**src/rtl/lat_mem_pkg.sv**
```systemverilog
`timescale 1ns/1ps
package lat_mem_pkg;

  typedef enum logic {
    RUW_READ_FIRST  = 1'b0,
    RUW_WRITE_FIRST = 1'b1
  } ruw_mode_e;

  // Number of read latency cycles spent before the array access.
  function automatic int cmd_depth(ruw_mode_e mode, int lat);
    return (mode == RUW_WRITE_FIRST) ? lat : 0;
  endfunction

endpackage

```
**src/rtl/lat_mem_vpipe.sv**
```systemverilog
`timescale 1ns/1ps
// Valid-qualified delay line: flags always shift, payload loads only with a set flag.
module lat_mem_vpipe #(
  parameter int DEPTH = 1,
  parameter int W     = 8
) (
  input  logic         clk,
  input  logic         rst,
  input  logic         in_vld,
  input  logic [W-1:0] in_data,
  output logic         out_vld,
  output logic [W-1:0] out_data
);

  if (DEPTH == 0) begin : g_pass
    logic unused_clk_rst;
    assign unused_clk_rst = clk ^ rst;
    assign out_vld  = in_vld;
    assign out_data = in_data;
  end else begin : g_pipe
    for (genvar s = 0; s < DEPTH; s++) begin : g_st
      logic         prev_vld;
      logic [W-1:0] prev_data;
      logic         vld_q;
      logic [W-1:0] data_q;

      if (s == 0) begin : g_head
        assign prev_vld  = in_vld;
        assign prev_data = in_data;
      end else begin : g_body
        assign prev_vld  = g_st[s-1].vld_q;
        assign prev_data = g_st[s-1].data_q;
      end

      always_ff @(posedge clk) begin
        if (rst) vld_q <= 1'b0;
        else     vld_q <= prev_vld;
      end

      always_ff @(posedge clk) begin
        if (prev_vld) data_q <= prev_data;
      end
    end

    assign out_vld  = g_st[DEPTH-1].vld_q;
    assign out_data = g_st[DEPTH-1].data_q;
  end

endmodule

```
**src/rtl/lat_mem_core.sv**
```systemverilog
`timescale 1ns/1ps
// Word array: asynchronous read ports, clocked write ports; higher index wins a collision.
module lat_mem_core #(
  parameter int AW = 4,
  parameter int DW = 8,
  parameter int NP = 2
) (
  input  logic          clk,
  input  logic          rst,
  input  logic [NP-1:0] we,
  input  logic [AW-1:0] wa [NP],
  input  logic [DW-1:0] wd [NP],
  input  logic [AW-1:0] ra [NP],
  output logic [DW-1:0] rd [NP]
);

  localparam int WORDS = 1 << AW;

  logic [DW-1:0] mem [WORDS];

  always_ff @(posedge clk) begin
    if (!rst) begin
      for (int p = 0; p < NP; p++) begin
        if (we[p]) mem[wa[p]] <= wd[p];
      end
    end
  end

  for (genvar g = 0; g < NP; g++) begin : g_rd
    assign rd[g] = mem[ra[g]];
  end

endmodule

```
**src/rtl/lat_mem_rd_chan.sv**
```systemverilog
`timescale 1ns/1ps
// One read channel: request pipeline before the array, response pipeline after it.
module lat_mem_rd_chan
  import lat_mem_pkg::*;
#(
  parameter ruw_mode_e RUW    = RUW_WRITE_FIRST,
  parameter int        RD_LAT = 1,
  parameter int        AW     = 4,
  parameter int        DW     = 8
) (
  input  logic          clk,
  input  logic          rst,
  input  logic          req_en,
  input  logic [AW-1:0] req_addr,
  output logic [AW-1:0] arr_addr,
  input  logic [DW-1:0] arr_data,
  output logic          rsp_vld,
  output logic [DW-1:0] rsp_data
);

  localparam int CMD_D = cmd_depth(RUW, RD_LAT);
  localparam int RSP_D = RD_LAT - CMD_D;

  logic cmd_vld;

  lat_mem_vpipe #(.DEPTH(CMD_D), .W(AW)) u_cmd (
    .clk      (clk),
    .rst      (rst),
    .in_vld   (req_en),
    .in_data  (req_addr),
    .out_vld  (cmd_vld),
    .out_data (arr_addr)
  );

  lat_mem_vpipe #(.DEPTH(RSP_D), .W(DW)) u_rsp (
    .clk      (clk),
    .rst      (rst),
    .in_vld   (cmd_vld),
    .in_data  (arr_data),
    .out_vld  (rsp_vld),
    .out_data (rsp_data)
  );

endmodule

```
**src/rtl/lat_mem_wrap.sv**
```systemverilog
`timescale 1ns/1ps
module lat_mem_wrap
  import lat_mem_pkg::*;
#(
  parameter int        ADDR_W     = 4,
  parameter int        DATA_W     = 8,
  parameter int        RD_LAT     = 2,
  parameter int        WR_LAT     = 2,
  parameter ruw_mode_e RUW        = RUW_WRITE_FIRST,
  parameter bit        HAS_SHARED = 1'b1
) (
  input  logic              clk,
  input  logic              rst,
  input  logic              rd_en,
  input  logic [ADDR_W-1:0] rd_addr,
  output logic [DATA_W-1:0] rd_data,
  input  logic              wr_en,
  input  logic [ADDR_W-1:0] wr_addr,
  input  logic [DATA_W-1:0] wr_data,
  input  logic              wr_mask,
  input  logic              sh_en,
  input  logic              sh_wmode,
  input  logic [ADDR_W-1:0] sh_addr,
  input  logic              sh_wmask,
  input  logic [DATA_W-1:0] sh_wdata,
  output logic [DATA_W-1:0] sh_rdata
);

  localparam int NP        = 2;
  localparam int WR_STAGES = WR_LAT - 1;
  localparam int WCMD_W    = ADDR_W + 1 + DATA_W;
  localparam int MASK_BIT  = DATA_W;

  logic [NP-1:0]     rreq, wreq, wvld_q, arr_we, rsp_vld;
  logic [ADDR_W-1:0] rreq_addr [NP];
  logic [ADDR_W-1:0] arr_ra    [NP];
  logic [ADDR_W-1:0] arr_wa    [NP];
  logic [DATA_W-1:0] arr_wd    [NP];
  logic [DATA_W-1:0] arr_rd    [NP];
  logic [DATA_W-1:0] rsp_data  [NP];
  logic [WCMD_W-1:0] wcmd      [NP];
  logic [WCMD_W-1:0] wcmd_q    [NP];
  logic              rd_rsp_vld, sh_rsp_vld;

  // Port 0: dedicated ports; requests are blocked while in reset.
  assign rreq[0]      = rd_en & ~rst;
  assign rreq_addr[0] = rd_addr;
  assign wreq[0]      = wr_en & ~rst;
  assign wcmd[0]      = {wr_addr, wr_mask, wr_data};

  // Port 1: shared port split by write mode.
  if (HAS_SHARED) begin : g_shared
    assign rreq[1]      = sh_en & ~sh_wmode & ~rst;
    assign wreq[1]      = sh_en &  sh_wmode & ~rst;
    assign rreq_addr[1] = sh_addr;
    assign wcmd[1]      = {sh_addr, sh_wmask, sh_wdata};
    assign sh_rdata     = rsp_data[1];
  end else begin : g_no_shared
    logic unused_sh;
    assign unused_sh    = ^{sh_en, sh_wmode, sh_addr, sh_wmask, sh_wdata, rsp_data[1]};
    assign rreq[1]      = 1'b0;
    assign wreq[1]      = 1'b0;
    assign rreq_addr[1] = '0;
    assign wcmd[1]      = '0;
    assign sh_rdata     = '0;
  end

  for (genvar p = 0; p < NP; p++) begin : g_port
    lat_mem_vpipe #(.DEPTH(WR_STAGES), .W(WCMD_W)) u_wpipe (
      .clk      (clk),
      .rst      (rst),
      .in_vld   (wreq[p]),
      .in_data  (wcmd[p]),
      .out_vld  (wvld_q[p]),
      .out_data (wcmd_q[p])
    );

    assign arr_we[p] = wvld_q[p] & wcmd_q[p][MASK_BIT];
    assign arr_wa[p] = wcmd_q[p][WCMD_W-1 -: ADDR_W];
    assign arr_wd[p] = wcmd_q[p][DATA_W-1:0];

    lat_mem_rd_chan #(.RUW(RUW), .RD_LAT(RD_LAT), .AW(ADDR_W), .DW(DATA_W)) u_rd (
      .clk      (clk),
      .rst      (rst),
      .req_en   (rreq[p]),
      .req_addr (rreq_addr[p]),
      .arr_addr (arr_ra[p]),
      .arr_data (arr_rd[p]),
      .rsp_vld  (rsp_vld[p]),
      .rsp_data (rsp_data[p])
    );
  end

  lat_mem_core #(.AW(ADDR_W), .DW(DATA_W), .NP(NP)) u_core (
    .clk (clk),
    .rst (rst),
    .we  (arr_we),
    .wa  (arr_wa),
    .wd  (arr_wd),
    .ra  (arr_ra),
    .rd  (arr_rd)
  );

  assign rd_data    = rsp_data[0];
  assign rd_rsp_vld = rsp_vld[0];
  assign sh_rsp_vld = rsp_vld[1];

endmodule

```
**config.mk**
```make
export PLATFORM = sky130hd
export DESIGN_NAME = lat_mem_wrap
export DESIGN_NICKNAME = d
export VERILOG_FILES = /design/src/rtl/lat_mem_pkg.sv /design/src/rtl/lat_mem_vpipe.sv /design/src/rtl/lat_mem_core.sv /design/src/rtl/lat_mem_rd_chan.sv /design/src/rtl/lat_mem_wrap.sv
export SDC_FILE = /design/constraint.sdc
export NUM_CORES = 1
export LEC_CHECK = 0
export BUFFER_PORTS_ARGS = -buffer_cell sky130_fd_sc_hd__buf_4
export CAP_MARGIN = 20
export CORE_MARGIN = 2
export CORE_UTILIZATION = 50
export DETAILED_ROUTE_END_ITERATION = 10
export GPL_TIMING_DRIVEN = 0
export PLACE_DENSITY = 0.78
export SYNTH_ARGS = -nofsm -noshare
export SYNTH_HDL_FRONTEND = slang
export SYNTH_SLANG_ARGS = --single-unit
```
**constraint.sdc**
```tcl
create_clock -name clk -period 2.89 [get_ports clk]
set_input_delay 0.578 -clock clk [delete_from_list [all_inputs] [get_ports clk]]
set_output_delay 0.578 -clock clk [all_outputs]
set_load 0.02 [all_outputs]
```
After elaboration in Yosys (flattened, before gate mapping)

Memories as Yosys holds them, arrays and structs flattened. A register that Yosys moved wholly into a read port is not among the register bits.
Cells that the tools add are included.

$add $sub $neg: 0
$mul: 0
Div/mod/pow operators: 0
Order comparisons: 0
Equality and inequality tests: 0
Shift-type cells: 0
Muxes and demuxes: 8
Bitwise logic cells: 10
Reduce and logical (&&, ||, !) cells: 0

Operators with widths:

| kind          | number |
|---|---|
| $and A1 B1 Y1 | 8 |
| $mux W4       | 2 |
| $mux W1       | 6 |
| $not A1 Y1    | 2 |

Bits in registers: 46
Latch bits: 0
RAM bits: 128
Bits in read-only memories: 0
Input port bits: 36
Output and inout port bits: 16
Logic and storage cells: 29
Memories kept: 1

Memories:

| name       | depth | bits a word | read ports | clocked after memory_dff | wr ports | RTL line           | source |
|---|---|---|---|---|---|---|---|
| u_core.mem | 16    | 8           | 2          | 2                        | 2        | lat_mem_core.sv:19 | `logic [DW-1:0] mem [WORDS];` |

Longest topological paths before layout

Depth in word-level cells: 4
Mapped depth: 5
Depth with buffers taken out: 3

Cells and area by module

A second synthesis with hierarchy kept.

Cells, all modules: 543
Area total of the unflattened synthesis: 9261.4 um^2

By module, submodules not included:

| module                                   | instances | cells each | area each (um^2) | seq. area each (um^2) |
|---|---|---|---|---|
| lat_mem_core                             | 1         | 465        | 7644.8           | 3843.7 |
| lat_mem_vpipe (g_port[0].u_wpipe ...)    | 2         | 15         | 424.2            | 410.4 |
| lat_mem_vpipe (g_port[0].u_rd.u_cmd ...) | 2         | 12         | 292.8            | 280.3 |
| lat_mem_vpipe (g_port[0].u_rd.u_rsp ...) | 2         | 9          | 67.6             | 0.0 |
| lat_mem_wrap                             | 1         | 6          | 47.5             | 0.0 |

Worst setup path before layout

OpenSTA, ideal clock, no wires.

Path kind: input to register
Start point: in rst
End point: mem u_core.mem[10][0], enable pin
Library setup time: 0.384 ns
Arrival time: 1.806 ns
Data required time: 2.506 ns
Path slack: 0.699 ns
Stages on the path: 3
Path buffers: 0
Cell sequence: nor2b_1 > or3b_2 > o21ai_0

RTL lines:

| element     | RTL line           | source |
|---|---|---|
| from (decl) | lat_mem_wrap.sv:13 | `input logic rst,` |
| to (decl)   | lat_mem_core.sv:19 |  |

==> results.json <==
{
  "first_pass_iters": 5,
  "min_from": "wr_data[3]",
  "path_buf_inv": 3,
  "final.setup.worst_slack_ps": 42.6,
  "max_cap_violations": 0,
  "use_met3": 0.0397,
  "cpMaxStageDelayCell": "mux4_2",
  "hp-class": "in2reg",
  "synth_area_um2": 9390,
  "path_class": "reg2out",
  "start_util": 0.505,
  "synth-edff-count": 170,
  "use_met1": 0.300,
  "cts_setup_buffers": 0,
  "cts_sinks": 182,
  "cp_max_fo": 10,
  "grt_setup_unrepaired": "yes",
  "powerDensity_nw_per_um2": 580,
  "rr_startpoint": "g_port[1].u_wpipe.out_data[10]$_DFFE_PP_",
  "place_congestion": 0.845,
  "wl_per_cell_um": 25.9,
  "wirelength_mm": 22.4,
  "die_h_um": 141,
  "max_freq_ghz": 0.351,
  "finalHoldViolCount": 0,
  "finalNetCount": 656,
  "ys.flop_type": "edfxtp_1",
  "combPwrFrac": 0.117,
  "setup_viol": 0,
  "fin_skew_ps": 8.62,
  "synth_seq_cells": 182,
  "cp-start-kind": "register",
  "synthesis.nets": 579,
  "worstPathRequired_ps": 2310,
  "yosys.cell_types.count": 32,
  "ys_warn_count": 0,
  "critPathTopFamily": "buffers and inverters",
  "cp_cell_sequence": "buf_2, buf_12, mux4_2, a22oi_1, nand2_1, buf_4",
  "cts_buffer_depth": 2,
  "yosysTopAreaCellShare": 0.544,
  "grt-ovfl-total": 0,
  "netSwitchingPower_w": 0.00145,
  "grt_use_total": 0.237,
  "fp.dieW_um": 141,
  "drt_iter0_drc": 635,
  "met2_usage": 0.409,
  "drive_gt1_frac": 0.523,
  "htreeDepth": 4,
  "io_buffer_count": 51,
  "root_buffer": "clkbuf_16",
  "post-route-drc-count": 0,
  "place_ws_ps": -76.3,
  "die-area_um2": 19900,
  "coreArea_um2": 18600,
  "rows": 50,
  "synth_commonest_cells": "edfxtp_1 (170), mux2_2 (134), mux4_2 (64)",
  "clkTransAtPathRegs_ps": 70,
  "p_seq_frac": 0.475,
  "numCtsBuffers": 17,
  "final_util": 0.584,
  "worstSetupEndpointType": "primary output",
  "synth_area_leaders": "edfxtp_1 (54%), mux2_2 (16%), mux4_2 (15%)",
  "grt_max_degree": 17,
  "clock_latency_ps": 440,
  "grt_busiest_layer": "met2",
  "yosysSeqAreaShare": 0.569,
  "internal-power_w": 0.00485,
  "drtAntennaViolNets": 0,
  "dp_hpwl_mm": 15.9,
  "grt_pass1_vias": 5978,
  "status": "finished clean",
  "cellLeakagePower_nw": 3.65,
  "p_clk_frac": 0.409,
  "cp.arrival_ps": 2270,
  "ys_async_sr_fraction": 0,
  "period_needed_ps": 2850,
  "p_sw_frac": 0.230,
  "drv_slew": 0,
  "maxSlewHeadroom": 0.275,
  "diodes": 0,
  "vias": 5534,
  "peakVddDrop_v": 0.000390,
  "syn_area_per_cell_um2": 17.3,
  "cts_tree": "yes",
  "yosysMostFrequentCell": "edfxtp_1",
  "avgViaCountPerCell": 6.38,
  "antenna_found_initial": 0,
  "area_growth_pct": 15.6,
  "synth_area_leader_cell": "edfxtp_1",
  "io_pins": 52,
  "synthCells": 543,
  "cpPeakStageDelay_ps": 530,
  "fillers": 1375,
  "worst_pin_slew_ps": 1080,
  "timing.final.crit_share": 0.985,
  "grt_first_pass_wirelength_mm": 34.3
}
-- power groups by stage --
stage | Sequential, W | Combinational [W] | Clock [W]
after floorplan | 0.00303 | 0.000468 | 0
after global placement | 0.00304 | 0.000684 | 0
after detailed placement | 0.00305 | 0.000701 | 0
after CTS | 0.00299 | 0.000719 | 0.00259
after global routing | 0.00300 | 0.000779 | 0.00269
final | 0.00299 | 0.000734 | 0.00257
-- worst register-to-register path, stage by stage, from the launching register on --
cell and delay [ps]:
edfxtp_1 360, buf_4 190, nand2b_1 220, nor3_2 740
o21bai_1 590
-- logic make-up after synthesis --
| family | count (synthesis) | share of synthesized area |
|---|---|---|
| multiplexers | 200 | 0.317 |
| flip-flops | 182 | 0.569 |
| AND/OR/NAND/NOR | 69 | 0.0572 |
| AO/OA/AOI/OAI | 48 | 0.0362 |
| buffers and inverters | 44 | 0.0207 |
-- repair_timing --
item                       CTS  global route
gates resized for setup     22            11
setup endpoints to repair   16            12
hold buffers                 0             0
-- layout by cell type, fill, tap and decap left out, types with 2 or more instances in the layout --
| cell | n |
|---|---|
| buf_2 | 10 |
| clkinv_4 | 2 |
| buf_4 | 57 |
| buf_6 | 2 |
| bufinv_16 | 5 |
| clkbuf_2 | 4 |
| buf_1 | 4 |
| nor3b_1 | 2 |
| nor2b_1 | 11 |
| clkbuf_1 | 20 |
| dfxtp_1 | 12 |
| o21ai_0 | 6 |
| clkinv_2 | 2 |
| a22oi_1 | 29 |
| mux2_1 | 2 |
| nand4_1 | 2 |
| nor2_1 | 4 |
| nand3_2 | 6 |
| buf_12 | 4 |
| nor4_4 | 2 |
| clkbuf_16 | 17 |
| edfxtp_1 | 170 |
| o21ai_1 | 2 |
| and3b_1 | 2 |
| nor3_4 | 5 |
| o21bai_1 | 8 |
| and2_1 | 2 |
| mux4_2 | 64 |
| a22oi_2 | 3 |
| mux2_2 | 134 |
| nand2b_1 | 4 |
| nand2_1 | 19 |
| nand4_2 | 2 |
| inv_6 | 3 |
| clkbuf_4 | 2 |
-- final timing paths --
path	end	slack [ps]	cells after the start
max	rd_data[6]	40	6
min	g_port[0].u_wpipe.out_data[3]$_DFFE_PP_	310	1
max reg2reg	u_core.mem[5][1]$_DFFE_PP_	400	4
min reg2reg	g_port[1].u_rd.u_cmd.out_data[3]$_DFFE_PP_	450	0
-- flip-flops by register name, summed over array words and instances (netlist names), named ones only --
register                              flops
g_port.u_rd.u_cmd.g_pipe.g_st.vld_q       2
u_core.mem                              128
g_port.u_rd.u_cmd.out_data                8
g_port.u_wpipe.out_vld                    2
g_port.u_wpipe.out_data                  26
g_port.u_rd.u_cmd.g_pipe.g_st.data_q      8
-- layer usage --
layer | wire (um) | part of all wire
met2 | 11800 | 0.52
met4 | 559 | 0.025
met5 | 0 | 0
met3 | 1480 | 0.066
met1 | 8630 | 0.38
-- layout make-up --
| class | count | area (um^2) | area share |
|---|---|---|---|
| Buffer | 44 | 282 | 0.0259 |
| Clock inverter | 14 | 223 | 0.0205 |
| Timing Repair Buffer | 58 | 420 | 0.0387 |
| Clock buffer | 18 | 429 | 0.0395 |
| Sequential cell | 182 | 5350 | 0.492 |
| Tap cell | 234 | 293 | 0.0270 |
| Multi-Input combinational cell | 317 | 3860 | 0.356 |
-- stage by stage --
step                      instances  hold slack [ps]  power, W  area [um^2]  TNS (ps)
after global placement          828              431   0.00373        10100         0
after detailed placement        835              437   0.00375        10100      -739
after floorplan                 543              420   0.00350         9390         0
after CTS                       867              301   0.00630        10800         0
after global routing            867              300   0.00646        10900     -15.8
final                           867              309   0.00630        10900         0
Note: power is estimated with default switching activity, not from simulation.
